$ cat config.mk
export PLATFORM = sky130hd
export DESIGN_NAME = spi_regmap_master
export DESIGN_NICKNAME = d
export VERILOG_FILES = /design/src/rtl/spi_regmap_master.sv
export SDC_FILE = /design/constraint.sdc
export NUM_CORES = 1
export LEC_CHECK = 0
export BUFFER_PORTS_ARGS = -buffer_cell sky130_fd_sc_hd__buf_2
export CELL_PAD_IN_SITES_DETAIL_PLACEMENT = 1
export CELL_PAD_IN_SITES_GLOBAL_PLACEMENT = 2
export CORE_ASPECT_RATIO = 0.8
export CORE_MARGIN = 2
export CORE_UTILIZATION = 30
export CTS_CLUSTER_DIAMETER = 50
export CTS_CLUSTER_SIZE = 28
export DETAILED_ROUTE_END_ITERATION = 7
export PLACE_DENSITY_LB_ADDON = 0.1
export SYNTH_ARGS = -nofsm -noshare
export SYNTH_HDL_FRONTEND = slang
export SYNTH_SLANG_ARGS = --single-unit
$ cat constraint.sdc
create_clock -name clk -period 3.4 [get_ports clk]
set_input_delay 0.68 -clock clk [delete_from_list [all_inputs] [get_ports clk]]
set_output_delay 0.68 -clock clk [all_outputs]
set_load 0.02 [all_outputs]
$ cat src/rtl/spi_regmap_master.sv
module spi_regmap_master #(
  parameter int DIV    = 4,
  parameter int ADDR_W = 10,
  parameter int DATA_W = 32,
  parameter int BITS   = 8
) (
  input  logic              clk,
  input  logic              rst_n,
  input  logic [ADDR_W-1:0] bus_addr,
  input  logic              bus_wr,
  input  logic              bus_rd,
  input  logic [DATA_W-1:0] bus_wdata,
  output logic [DATA_W-1:0] bus_rdata,
  output logic              bus_ready,
  output logic              spi_sclk,
  output logic              spi_mosi,
  input  logic              spi_miso,
  output logic              spi_cs_n
);

  localparam int HALF  = DIV / 2;
  localparam int CNT_W = (HALF > 1) ? $clog2(HALF) : 1;
  localparam int BIT_W = $clog2(BITS);
  localparam int WA_W  = ADDR_W - 2;

  localparam logic [WA_W-1:0] W_CTL_A  = WA_W'(0);
  localparam logic [WA_W-1:0] W_CTL_B  = WA_W'(1);
  localparam logic [WA_W-1:0] W_STAT   = WA_W'(2);
  localparam logic [WA_W-1:0] W_DATA   = WA_W'(3);
  localparam logic [WA_W-1:0] W_POLY   = WA_W'(4);
  localparam logic [WA_W-1:0] W_RXSUM  = WA_W'(5);
  localparam logic [WA_W-1:0] W_TXSUM  = WA_W'(6);
  localparam logic [WA_W-1:0] W_AUDCFG = WA_W'(7);
  localparam logic [WA_W-1:0] W_AUDPRE = WA_W'(8);

  localparam logic [DATA_W-1:0] DATA_RST = DATA_W'(32'h0C);
  localparam logic [DATA_W-1:0] POLY_VAL = DATA_W'(32'h07);
  localparam logic [DATA_W-1:0] PRE_VAL  = DATA_W'(32'h02);

  typedef enum logic [1:0] {ST_IDLE, ST_SHIFT, ST_DONE} state_t;

  state_t             st;
  logic [DATA_W-1:0]  ctl_a, ctl_b, data_q;
  logic               rx_full, op_wr;
  logic [BITS-1:0]    tx_sh, rx_sh;
  logic [CNT_W-1:0]   div_cnt;
  logic [BIT_W-1:0]   bit_idx;

  wire [WA_W-1:0] widx     = bus_addr[ADDR_W-1:2];
  wire            req      = bus_wr | bus_rd;
  wire            data_sel = (widx == W_DATA);
  wire            enabled  = ctl_a[6] & ctl_a[2];
  wire            launch   = (st == ST_IDLE) && req && data_sel && enabled;
  wire            busy     = (st == ST_SHIFT);
  wire            tick     = (div_cnt == CNT_W'(HALF - 1));
  wire            plain    = (st == ST_IDLE) && req && !launch;

  assign bus_ready = (st == ST_DONE) || plain;
  assign spi_mosi  = tx_sh[BITS-1];

  always_comb begin
    unique case (widx)
      W_CTL_A:  bus_rdata = ctl_a;
      W_CTL_B:  bus_rdata = ctl_b;
      W_STAT:   bus_rdata = DATA_W'({busy, 3'b000, 1'b1, 1'b0, 1'b1, rx_full});
      W_DATA:   bus_rdata = data_q;
      W_POLY:   bus_rdata = POLY_VAL;
      W_AUDPRE: bus_rdata = PRE_VAL;
      default:  bus_rdata = '0;
    endcase
  end

  always_ff @(posedge clk or negedge rst_n) begin
    if (!rst_n) begin
      ctl_a <= '0;
      ctl_b <= '0;
    end else if (plain && bus_wr) begin
      if (widx == W_CTL_A) ctl_a <= bus_wdata;
      if (widx == W_CTL_B) ctl_b <= bus_wdata;
    end
  end

  always_ff @(posedge clk or negedge rst_n) begin
    if (!rst_n) begin
      st       <= ST_IDLE;
      data_q   <= DATA_RST;
      rx_full  <= 1'b0;
      op_wr    <= 1'b0;
      tx_sh    <= '0;
      rx_sh    <= '0;
      div_cnt  <= '0;
      bit_idx  <= '0;
      spi_sclk <= 1'b0;
      spi_cs_n <= 1'b1;
    end else begin
      unique case (st)
        ST_IDLE: begin
          if (launch) begin
            st       <= ST_SHIFT;
            op_wr    <= bus_wr;
            tx_sh    <= bus_wr ? bus_wdata[BITS-1:0] : data_q[BITS-1:0];
            div_cnt  <= '0;
            bit_idx  <= '0;
            spi_cs_n <= 1'b0;
          end else if (plain && data_sel) begin
            if (bus_wr) data_q <= bus_wdata;
            else        rx_full <= 1'b0;
          end
        end
        ST_SHIFT: begin
          if (tick) begin
            div_cnt  <= '0;
            spi_sclk <= ~spi_sclk;
            if (!spi_sclk) begin
              rx_sh <= {rx_sh[BITS-2:0], spi_miso};
            end else if (bit_idx == BIT_W'(BITS - 1)) begin
              st       <= ST_DONE;
              spi_cs_n <= 1'b1;
              data_q   <= DATA_W'(rx_sh);
              rx_full  <= op_wr;
            end else begin
              bit_idx <= bit_idx + 1'b1;
              tx_sh   <= {tx_sh[BITS-2:0], 1'b0};
            end
          end else begin
            div_cnt <= div_cnt + 1'b1;
          end
        end
        default: st <= ST_IDLE;
      endcase
    end
  end


  sclk_idle_chk: assert property (@(posedge clk) disable iff (!rst_n)
    spi_cs_n |-> !spi_sclk);


  mosi_hold_chk: assert property (@(posedge clk) disable iff (!rst_n)
    $rose(spi_sclk) |-> $stable(spi_mosi));


  stall_chk: assert property (@(posedge clk) disable iff (!rst_n)
    busy |-> !bus_ready);


  busy_cs_chk: assert property (@(posedge clk) disable iff (!rst_n)
    busy |-> !spi_cs_n);


  status_ro_chk: assert property (@(posedge clk) disable iff (!rst_n)
    (bus_wr && bus_ready && widx == W_STAT) |=> $stable(rx_full));


  idle_pins_chk: assert property (@(posedge clk) disable iff (!rst_n)
    ((st == ST_IDLE) && req && data_sel && !enabled) |=> (spi_cs_n && !spi_sclk));

endmodule

Yosys cells after proc, flatten, opt, wreduce, memory -nomap -nowiden
Index checks and enable logic that the tools add are counted.
{ "totals": {"reg_bits": 122, "inputBits": 47, "out_inout_bits": 36} }
{ "classes": {"reduce_logical": 22, "bitwise_logic": 3, "add_sub_neg": 2, "n_eq_ne": 17, "mux": 38} }
{ "ops": {"columns": ["cell", "count"], "rows": [
  ["$mux W32", 6],
  ["$pmux W32 S6", 1],
  ["$pmux W32 S2", 1],
  ["$mux W8", 5],
  ["$eq A8 B2 Y1 const B", 2],
  ["$pmux W8 S2", 1],
  ["$ne A2 B2 Y1 const B", 7],
  ["$reduce_and A7 Y1", 2],
  ["$mux W3", 4],
  ["$mux W1", 11],
  ["$reduce_and A2 Y1", 5],
  ["$reduce_and A5 Y1", 2],
  ["$eq A8 B1 Y1 const B", 1],
  ["$eq A8 B3 Y1 const B", 1],
  ["$eq A8 B4 Y1 const B", 1],
  ["$logic_not A8 Y1", 1],
  ["$mux W2", 4],
  ["$logic_and A1 B1 Y1", 6],
  ["$pmux W1 S2", 3],
  ["$pmux W3 S2", 1],
  ["$ne A2 B1 Y1 const B", 2],
  ["$pmux W2 S2", 1],
  ["$reduce_and A4 Y1", 1],
  ["$add A3 B1 Y3 const B", 1],
  ["12 further kinds", 12]
]} }

Depth between registers and ports, before layout
Gate-level depths: netlist of run 1.
{ "logic_depth": {"depth_word": 10, "mapped_depth": 8, "depth_no_buf": 6} }

Worst setup path before layout of run 1
OpenSTA, ideal clock, no wires.
{ "synth_path": {"path_kind": "input-to-output", "from": "input port bus_addr[7]", "to": "output port bus_rdata[10]", "arrival_time_ps": 2366, "slack_ps": 354, "path_stages": 7, "path_cell_list": "or4_1 -> buf_2 -> nor4_2 -> buf_2 -> buf_1 -> a22oi_1 -> nand2_1"} }
{ "synth_between": {"elab_chain_len": 2, "elab_cells_between_ends": 7} }
{ "synth_rtl": {"columns": ["element", "line", "text"], "rows": [
  ["start: declaration", "9", "input logic [ADDR_W-1:0] bus_addr,"],
  ["$eq A8 B4 Y1 (tied with other cells)", "62", "unique case (widx)"],
  ["$pmux W32 S6 *", "62", null],
  ["end: declaration", "13", "output logic [DATA_W-1:0] bus_rdata,"]
]} }
Every way passes the cells marked *; elsewhere a longest branch is shown, timed or not.

Final worst setup path of run 1
{ "layout_path": {"from": "input port bus_addr[7]", "to": "output port bus_rdata[17]"} }
The elaborated chain is that of the path after synthesis.

==> metrics.yaml, run 1 <==
outcome:
  status: "completed"
pwr:
  switching_power_uw: 785
  power.leakage_uw: 0.00393
  power_frac_seq_pct: 45.0
  power_uw: 3400
  max-vdd-ir-drop_mv: 0.186
  p_per_area_nw_per_um2: 468
  clock_power_share_pct: 49.5
  power.share.switching_pct: 23.1
  p_int_uw: 2620
  p_comb_share_pct: 5.5
timing:
  finalSetupTns_ns: 0
  drv_slew: 0
  fmax_mhz: 319
  fin_skew_ns: 0.00776
  setup_viol: 0
  slew_headroom_pct: 52.1
  tightest_slew_ns: 0.718
  fin_crit_ns: 3.14
  rsz0062_at_grt: "false"
  period_share_pct: 92.2
  finalHoldViolCount: 0
yosys:
  yosys_warnings: 0
  synth-async-reset-ratio_pct: 100
  ys.flop_type: "dfrtp_1"
  syn-cell-area_um2: 5930
  yosys_register_bits: 122
  ys_seq_area_share_pct: 51.6
  synth_edf_count: 0
  synth_area_per_cell_um2: 11.3
  synth_area_leaders: "dfrtp_1 50%, mux2_2 10%, mux2_4 7.6%"
  yosys.area.top_type: "dfrtp_1"
  synthesis.nets: 574
  synthCells: 525
  yosysTopAreaCellShare_pct: 50.2
  netlist-cell-type-count: 45
floorplan:
  die_h_um: 130
  io_pins: 83
  die_w_um: 161
  core_region_area_um2: 19200
  rows: 45
  start_util_pct: 30.9
  die_area_um2: 20900
clocking:
  cts.sinks: 122
  root_buffer: "clkbuf_16"
  cts_tree: "built"
  clk_pin_slew_worst_paths_ns: 0.06
  max-clock-path-buffers: 2
  clock_latency_ns: 0.42
  htreeDepth: 4
  ctsResizeCount: 0
  postCtsSetupRepairBufs: 0
  cts_buffers: 17
  holdBufCountCts: 0
critical_path:
  cp-end-kind: "output pin"
  crit_required_ns: 2.72
  path_class: "input pin to output pin"
  cp_data_arrival_time_ns: 2.46
  worstPathMaxFanout: 14
  start_kind: "input pin"
cells_and_area:
  final_nets: 659
  num_antenna_cells: 0
  final_layout_size_suffix_gt1_share_pct: 35.7
  n_fill_cell: 2123
  layout.cells.non_filler: 879
  syn2layout_area_growth_pct: 22.5
route:
  antenna_left: 0
  via_per_inst: 4.83
  drt_iter0_drc: 163
  first_pass_iters: 4
  post-route-drc-count: 0
  wl_per_cell_um: 18.5
  routed_wl_um: 16300
  vias: 4245
global_route:
  grt_pass1_wl_um: 26400
  grt_max_degree: 55
  grt_pass1_vias: 4616
  antenna_found_initial: 0
  track_usage_pct: 16.6
  grt_overflow: 0
place:
  dp_hpwl_um: 10700
  numPortBuffers: 80
  place_congestion: 0.726
  dp_cells: 849
hold_path:
  min_path_type: "input pin to asynchronous set/reset pin"
run:
  cap_violations: 0
[per-stage QoR]
stage               hold slack (ns)  setup WS [ns]  util [%]  cell area [um^2]
floorplan                     0.384          0.354         -              5930
global placement              0.475          0.294      35.0              6720
detailed placement            0.494          0.284      35.0              6720
CTS                           0.315          0.270      37.8              7260
global route                  0.343          0.179      37.8              7260
finish                        0.290          0.265      37.8              7260
[placed cells by master (no fill, tap or decap), types with 6 or more instances in the layout]
cell type and instances:
nor3_1 9, dfrtp_1 119, a21oi_1 13, o21ai_0 7, mux2_4 30, inv_1 33
buf_4 14, nand2_1 105, nor2_1 9, o22a_1 7, mux2i_1 33, nand3_1 6
clkbuf_16 17, mux2_2 54, a22oi_1 23, buf_2 79
[area by class of cell]
type                    instances  area (um^2)  share of cell area (%)
inverters                      33          124                    1.71
multi-input cells             338         2620                    36.1
clock inverters                 8         72.6                   0.999
flip-flops and latches        122         3060                    42.1
clock buffers                  22          464                    6.39
well taps                     258          323                    4.45
repair buffers                 98          601                    8.27
[state kept, by name, summed over array words and instances, names as in the netlist, 2 cells and up]
name and count:
tx_sh 8, ctl_a 32, data_q 32, st 2
bit_idx 3, ctl_b 32, rx_sh 8
[cell usage after synthesis, drive strengths merged, types with 2 or more instances]
master  number
dfrtp      119
nand2      105
mux2        84
inv         33
mux2i       33
a22oi       23
buf         16
clkbuf      16
a21oi       14
nor3        10
nand3        9
nor2         9
o21ai        7
o22a         7
a222oi       5
nor2b        4
nor4         4
dfstp        3
a21o         2
a41o         2
and3b        2
ha           2
or2          2
[worst max-delay path, cell delays in order]
cell	delay [ns]
buf_2	0.10
or4_1	0.52
buf_4	0.21
nor3b_4	0.21
buf_4	0.30
a222oi_1	0.16
inv_1	0.10
buf_2	0.16
[layer usage]
metal  part of all wire [%]  global-route usage (%)  vias up
met5                      0                       0        -
met1                     50                    22.5     2180
met4                    1.1                    4.78        0
met2                     46                    26.8       66
li1                       -                       -     1985
met3                    3.6                    4.01       14
[power by group through the flow]
stage / sequential (uW) / clock [uW] / combinational, uW
floorplan: 1540 / 0 / 93.2
global placement: 1550 / 0 / 186
detailed placement: 1550 / 0 / 192
CTS: 1530 / 1730 / 193
global route: 1530 / 1810 / 211
finish: 1530 / 1680 / 188
[kinds of logic (layout without fill, tap and decap cells)]
| family | count (synthesis) | after routing | synth area share, % |
|---|---|---|---|
| mux | 117 | 117 | 23.4 |
| flops | 122 | 122 | 51.6 |
| simple gates | 152 | 152 | 11.6 |
| buf+inv | 65 | 161 | 4.73 |
| fa+ha+maj | 2 | 2 | 0.422 |
| xor+xnor | 1 | 1 | 0.148 |
| compound gates | 66 | 66 | 8.08 |
[final timing paths]
kind                        startpoint  slack (ns)             to  cells past startpoint
min reg2reg                  ctl_a[15]        0.50      ctl_a[15]                      1
min                              rst_n        0.29       ctl_b[5]                      1
max                        bus_addr[7]        0.26  bus_rdata[17]                      8
max in group asynchronous        rst_n        2.31       spi_cs_n                      2
max reg2reg                 bit_idx[0]        1.08     data_q[18]                      7
min in group clk              spi_miso        0.50       rx_sh[0]                      2
Power figures use the tool's default switching activity.
==> inputs of run 2 (changes only) <==
--- a/config.mk
+++ b/config.mk
@@ -14,6 +14,7 @@
 export CTS_CLUSTER_DIAMETER = 50
 export CTS_CLUSTER_SIZE = 28
 export DETAILED_ROUTE_END_ITERATION = 7
+export GPL_TIMING_DRIVEN = 0
 export PLACE_DENSITY_LB_ADDON = 0.1
 export SYNTH_ARGS = -nofsm -noshare
 export SYNTH_HDL_FRONTEND = slang
==> run 2 against run 1 <==
- critical path depth up 1
- via count increased by 2.7%
- routed wire length is 3.5% higher
- final cell count grew 2.6%
- clock skew is 0.0024 ns lower
- count of clock-buffer cells in the layout shrank 2
- largest power group unchanged
==> metrics.yaml, run 2 (synthesized netlist as in run 1, its figures left out) <==
critical_path:
  crit_required_ns: 2.72  # about the same
  path_depth: 9  # +1
  startpoint: "bus_addr[7]"
  reg2reg_depth: 8  # +1
  start_kind: "input pin"
  cp_data_arrival_time_ns: 2.59  # +0.13 ns
  crit_top_cell: "buf_2"
  cp-end-kind: "output pin"
  crit_slowest_cell: "or4_1"
  max_stage_delay_ns: 0.50  # -0.02 ns
  crit_buf_inv: 5  # unchanged
  r2r_start: "bit_idx[0]"
  path_cells: "buf_2 -> or4_1 -> buf_2 -> nor4_4 -> buf_4 -> buf_4 -> a22oi_1 -> nand2_1 -> buf_2"
  path_class: "input pin to output pin"
  crit_family: "buffers and inverters"
  worstPathMaxFanout: 10  # -4
timing:
  setup_viol: 0  # unchanged
  fmax_mhz: 306  # -4.1%
  finalHoldViolCount: 0  # unchanged
  tightest_slew_ns: 0.777  # +0.0589 ns
  drv_slew: 0  # unchanged
  rsz0062_at_grt: "false"
  fin_crit_ns: 3.27  # +0.136 ns
  holdWs_ns: 0.193  # -0.0965 ns
  fin_skew_ns: 0.00541  # -0.00236 ns
  slew_headroom_pct: 48.2  # -3.9 points
  period_share_pct: 96.2  # +4.0 points
global_route:
  antenna_found_initial: 0  # unchanged
  grt_pass1_vias: 4811  # +4.2%
  track_usage_pct: 17.3  # +0.65 points
  grt_max_degree: 78  # +42%
  grt_overflow: 0  # unchanged
  grt_pass1_wl_um: 27300  # +3.3%
cells_and_area:
  final_layout_size_suffix_gt1_share_pct: 35.9  # +0.12 points
  final_cell_mix: "119 x dfrtp_1, 105 x nand2_1, 85 x buf_2"
  fin_area_um2: 7380  # +1.6%
  final_common_cell: "dfrtp_1"
  num_antenna_cells: 0  # unchanged
  reg_top3: "ctl_a: 32 flops, ctl_b: 32 flops, data_q: 32 flops"
  final_nets: 680  # +3.2%
  syn2layout_area_growth_pct: 24.4
route:
  wl_per_cell_um: 18.7  # +0.89%
  post-route-drc-count: 0  # unchanged
  first_pass_iters: 4  # unchanged
  routed_wl_um: 16900  # +3.5%
  antenna_left: 0  # unchanged
  drt_iter0_drc: 208  # +28%
  via_per_inst: 4.83  # +0.11%
  vias: 4361  # +2.7%
floorplan:
  die_h_um: 130  # unchanged
  io_pins: 83  # unchanged
  rows: 45  # unchanged
  start_util_pct: 30.9  # unchanged
  die_w_um: 161  # unchanged
  die_area_um2: 20900  # unchanged
  core_region_area_um2: 19200  # unchanged
place:
  place_congestion: 0.746  # +2.7%
  place_area_um2: 6680  # -0.63%
  dp_hpwl_um: 11700  # +8.8%
  numPortBuffers: 79  # -1.3%
pwr:
  p_per_area_nw_per_um2: 482  # +2.8%
  power_uw: 3550  # +4.4%
  power.leakage_uw: 0.00398  # +1.2%
  max-vdd-ir-drop_mv: 0.262  # +41%
run:
  cap_violations: 0  # unchanged
clocking:
  holdBufCountCts: 0  # unchanged
  root_buffer: "clkbuf_16"
  cts.sinks: 122  # unchanged
  max-clock-path-buffers: 2  # unchanged
  clk_pin_slew_worst_paths_ns: 0.06  # about the same
  cts_buffers: 17  # unchanged
  clock_latency_ns: 0.42  # about the same
  cts_tree: "built"
  htreeDepth: 4  # unchanged
outcome:
  status: "completed"
hold_path:
  min_path_type: "input pin to asynchronous set/reset pin"
run 2: cell count changes in the layout (fill, tap and decap cells not counted), sizes merged:
cell / delta
bufinv: +2
clkinvlp: +2
clkinv: -1
buf: +6
inv: +1
clkbuf: +13
run 2: through the flow:
step / TNS (ns) / instances / worst slack, ns / util [%]
2_1_floorplan: 0 / 525 / 0.354 / -
3_3_place_gp: -22.12 / 862 / -0.525 / 34.6
3_5_place_dp: -10.48 / 863 / -0.583 / 34.8
4_1_cts: 0 / 903 / 0.0690 / 38.3
5_1_grt: 0 / 902 / 0.0171 / 38.4
6_report: 0 / 902 / 0.129 / 38.4
run 2: report_power, final:
| part | switching (uW) | internal, uW |
|---|---|---|
| sequential | 27.7 | 1500 |
| combinational | 104 | 85.6 |
| clock | 665 | 1170 |
| total | 798 | 2750 |
run 2: final timing paths:
kind / end / slack (ns)
min in group clk: rx_sh[0] / 0.50
worst min register to register: ctl_a[15] / 0.50
worst max-delay path: bus_rdata[31] / 0.13
max in group asynchronous: data_q[3] / 2.43
worst min-delay path: rx_sh[6] / 0.19
worst max register to register: data_q[4] / 0.88
run 2: area by class of cell:
| class | instances | area (um^2) |
|---|---|---|
| Fill cell | 2138 | 11800 |
| Buffer | 31 | 169 |
| Clock buffer | 20 | 447 |
| Tap cell | 258 | 323 |
| Clock inverter | 12 | 148 |
| Sequential cell | 122 | 3060 |
| Inverter | 33 | 124 |
| Multi-Input combinational cell | 338 | 2620 |
| Timing Repair Buffer | 88 | 489 |
run 2: layer usage:
layer / global-route usage, % / wire (um) / vias up
li1: - / - / 2039
met1: 23.7 / 8470 / 2231
met2: 27.6 / 7580 / 80
met3: 4.51 / 668 / 11
met4: 4.20 / 132 / 0
met5: 0 / 0 / -
run 2: worst reg2reg max path, stage by stage, from the launching register on:
cell and delay [ns]:
dfrtp_1 0.39, ha_1 0.17, ha_1 0.13, clkbuf_1 0.37
nand3_1 0.20, a21oi_1 0.24, nand3_1 0.29, buf_4 0.31
mux2_2 0.29
run 2: what timing repair did:
item	in CTS	in global routing
pin swaps	2	0
gates resized for setup	10	5
setup buffers	8	0
endpoints found under the setup margin	25	11
endpoints found under the hold margin	0	0
==> inputs of run 3 (changes only) <==
--- a/config.mk
+++ b/config.mk
@@ -9,13 +9,14 @@
 export CELL_PAD_IN_SITES_DETAIL_PLACEMENT = 1
 export CELL_PAD_IN_SITES_GLOBAL_PLACEMENT = 2
 export CORE_ASPECT_RATIO = 0.8
-export CORE_MARGIN = 2
 export CORE_UTILIZATION = 30
 export CTS_CLUSTER_DIAMETER = 50
 export CTS_CLUSTER_SIZE = 28
 export DETAILED_ROUTE_END_ITERATION = 7
 export GPL_TIMING_DRIVEN = 0
+export MAX_ROUTING_LAYER = met4
 export PLACE_DENSITY_LB_ADDON = 0.1
+export RECOVER_POWER = 100
 export SYNTH_ARGS = -nofsm -noshare
 export SYNTH_HDL_FRONTEND = slang
 export SYNTH_SLANG_ARGS = --single-unit
==> run 3 against run 2 <==
- the run now ends with max-capacitance violations, max-slew violations left
- first-iteration DRC count is 7.2% lower
- worst setup slack worse by 0.022 ns
- critical path depth is 1 lower
- sequential power hardly changed
- clock skew is 0.0023 ns higher
- worst hold slack better by 0.29 ns
- die area is 2.8% lower
- sequential share of layout area is 0.85 points higher
- routed wire length is 0.55% lower
- largest power group unchanged
==> metrics.yaml, run 3 (synthesized netlist as in run 1, its figures left out) <==
clocking:
  max-clock-path-buffers: 2  # unchanged
  clock_latency_ns: 0.42  # about the same
  htreeDepth: 4  # unchanged
  cts.sinks: 122  # unchanged
  clk_pin_slew_worst_paths_ns: 0.06  # about the same
  cts_tree: "built"
  root_buffer: "clkbuf_16"
  cts_buffers: 17  # unchanged
cells_and_area:
  utilization_pct: 37.8  # -0.66 points
  final_layout_size_suffix_gt1_share_pct: 27.4  # -8.5 points
  final_common_cell: "dfrtp_1"
  reg_top3: "ctl_a: 32 flops, ctl_b: 32 flops, data_q: 32 flops"
  final_cell_mix: "119 x dfrtp_1, 105 x nand2_1, 57 x buf_2"
  num_antenna_cells: 0  # unchanged
  layout.cells.non_filler: 901  # -0.11%
  syn2layout_area_growth_pct: 21.9
  final_nets: 679  # -0.15%
route:
  drt_iter0_drc: 193  # -7.2%
  wl_per_cell_um: 18.6  # -0.44%
  antenna_left: 0  # unchanged
  first_pass_iters: 4  # unchanged
  vias: 4305  # -1.3%
  via_per_inst: 4.78  # -1.2%
  routed_wl_um: 16800  # -0.55%
  post-route-drc-count: 0  # unchanged
timing:
  fmax_mhz: 304  # -0.65%
  holdWs_ns: 0.487  # +0.293 ns
  rsz0062_at_grt: "false"
  finalHoldViolCount: 0  # unchanged
  period_share_pct: 96.8  # +0.63 points
  slew_headroom_pct: -49.2  # -97 points
  drv_slew: 37  # +37
  tightest_slew_ns: 2.24  # +1.46 ns
  fin_skew_ns: 0.00769  # +0.00229 ns
  setup_viol: 0  # unchanged
  fin_crit_ns: 3.29  # +0.0215 ns
run:
  cap_violations: 1  # +1
floorplan:
  start_util_pct: 31.0  # +0.091 points
  die_area_um2: 20300  # -2.8%
  die_w_um: 159  # -1.2%
  die_h_um: 128  # -1.5%
  io_pins: 83  # unchanged
  rows: 45  # unchanged
  core_region_area_um2: 19100  # -0.29%
hold_path:
  whs_path_depth: 1
  hp-start: "tx_sh[6]"
  min_path_type: "flop to flop"
  min_to: "tx_sh[6]"
critical_path:
  worstReg2RegEnd: "data_q[4]"
  crit_family: "simple AND/OR/NAND/NOR gates"
  crit_required_ns: 2.72  # about the same
  max_stage_delay_ns: 0.51  # about the same
  r2r_start: "bit_idx[0]"
  cp_data_arrival_time_ns: 2.61  # +0.02 ns
  start_kind: "input pin"
  worstPathMaxFanout: 10  # unchanged
  crit_buf_inv: 4  # -1
  startpoint: "bus_addr[7]"
  crit_slowest_cell: "or4_1"
  path_cells: "clkbuf_1 -> or4_1 -> buf_2 -> nor3b_4 -> buf_2 -> a22oi_1 -> nand2_1 -> clkbuf_2"
  crit_top_cell: "buf_2"
  reg2reg_depth: 8  # unchanged
  cp-end-kind: "output pin"
  path_class: "input pin to output pin"
  r2r_slack_ns: 0.56  # -0.32 ns
outcome:
  status: "finished, violations left"
  violations: "max-capacitance violations, max-slew violations"
global_route:
  grt_pass1_wl_um: 27000  # -1.1%
  grt_pass1_vias: 4619  # -4.0%
  track_usage_pct: 18.1  # +0.84 points
  grt_max_degree: 87  # +12%
  antenna_found_initial: 0  # unchanged
  grt_overflow: 0  # unchanged
pwr:
  p_per_area_nw_per_um2: 506  # +5.1%
  max-vdd-ir-drop_mv: 0.267  # +1.9%
  power.leakage_uw: 0.00381  # -4.2%
place:
  dp_hpwl_um: 11300  # -3.2%
  dp_cells: 863  # unchanged
  numPortBuffers: 79  # unchanged
  place_congestion: 0.756  # +1.3%
## run 3: cell count changes in the layout (fill, tap and decap cells not counted), moves of 2 or more
| cell | delta |
|---|---|
| buf_2 | -28 |
| mux2_1 | +27 |
| mux2_4 | -27 |
| clkbuf_1 | +26 |
| clkbuf_2 | +10 |
| buf_4 | -4 |
| buf_6 | -4 |
| clkinv_2 | -2 |
## run 3: power by group
part	total, uW	internal [uW]	switching (uW)
registers	1530	1500	27.7
clock network	1950	1270	686
logic	177	73.9	103
total	3660	2840	817
## run 3: layout make-up
type	count	area, um^2
fill	2161	11900
sequential	122	3060
multi-input combinational	338	2510
clock buffer	21	460
timing repair buffer	86	445
tap	258	323
clock inverter	11	168
buffer	32	141
inverter	33	124
## run 3: layer usage
layer	up-vias	track usage [%]	part of all wire [%]
met5	-	-	0
met4	0	5.26	0.79
met3	9	3.79	3.5
met2	80	27.3	45
met1	2182	24.6	51
li1	2034	-	-
## run 3: repair_timing
| action | CTS | global route |
|---|---|---|
| pin swaps | 2 | 0 |
| endpoints found under the setup margin | 21 | 10 |
| buffers inserted | 6 | 0 |
| resized for setup | 10 | 5 |
| hold buffers | 0 | 0 |
## run 3: worst max path at each step
stage,end,slack [ns],cells past startpoint
after floorplan,bus_rdata[10],0.35,7
after global routing,bus_ready,0.01,7
final,bus_rdata[19],0.11,8
after detailed placement,bus_rdata[31],-0.55,8
after global placement,bus_rdata[23],-0.51,8
after CTS,bus_ready,0.07,6
## run 3: metrics by stage
| stage | TNS, ns | area, um^2 | power, uW | setup WS (ns) |
|---|---|---|---|---|
| after global routing | 0 | 7230 | 3790 | 0.0128 |
| after detailed placement | -10.20 | 6680 | 1750 | -0.547 |
| after CTS | 0 | 7380 | 3720 | 0.0693 |
| after global placement | -23.69 | 6650 | 1730 | -0.508 |
| after floorplan | 0 | 5930 | 1640 | 0.354 |
| final | 0 | 7230 | 3660 | 0.108 |
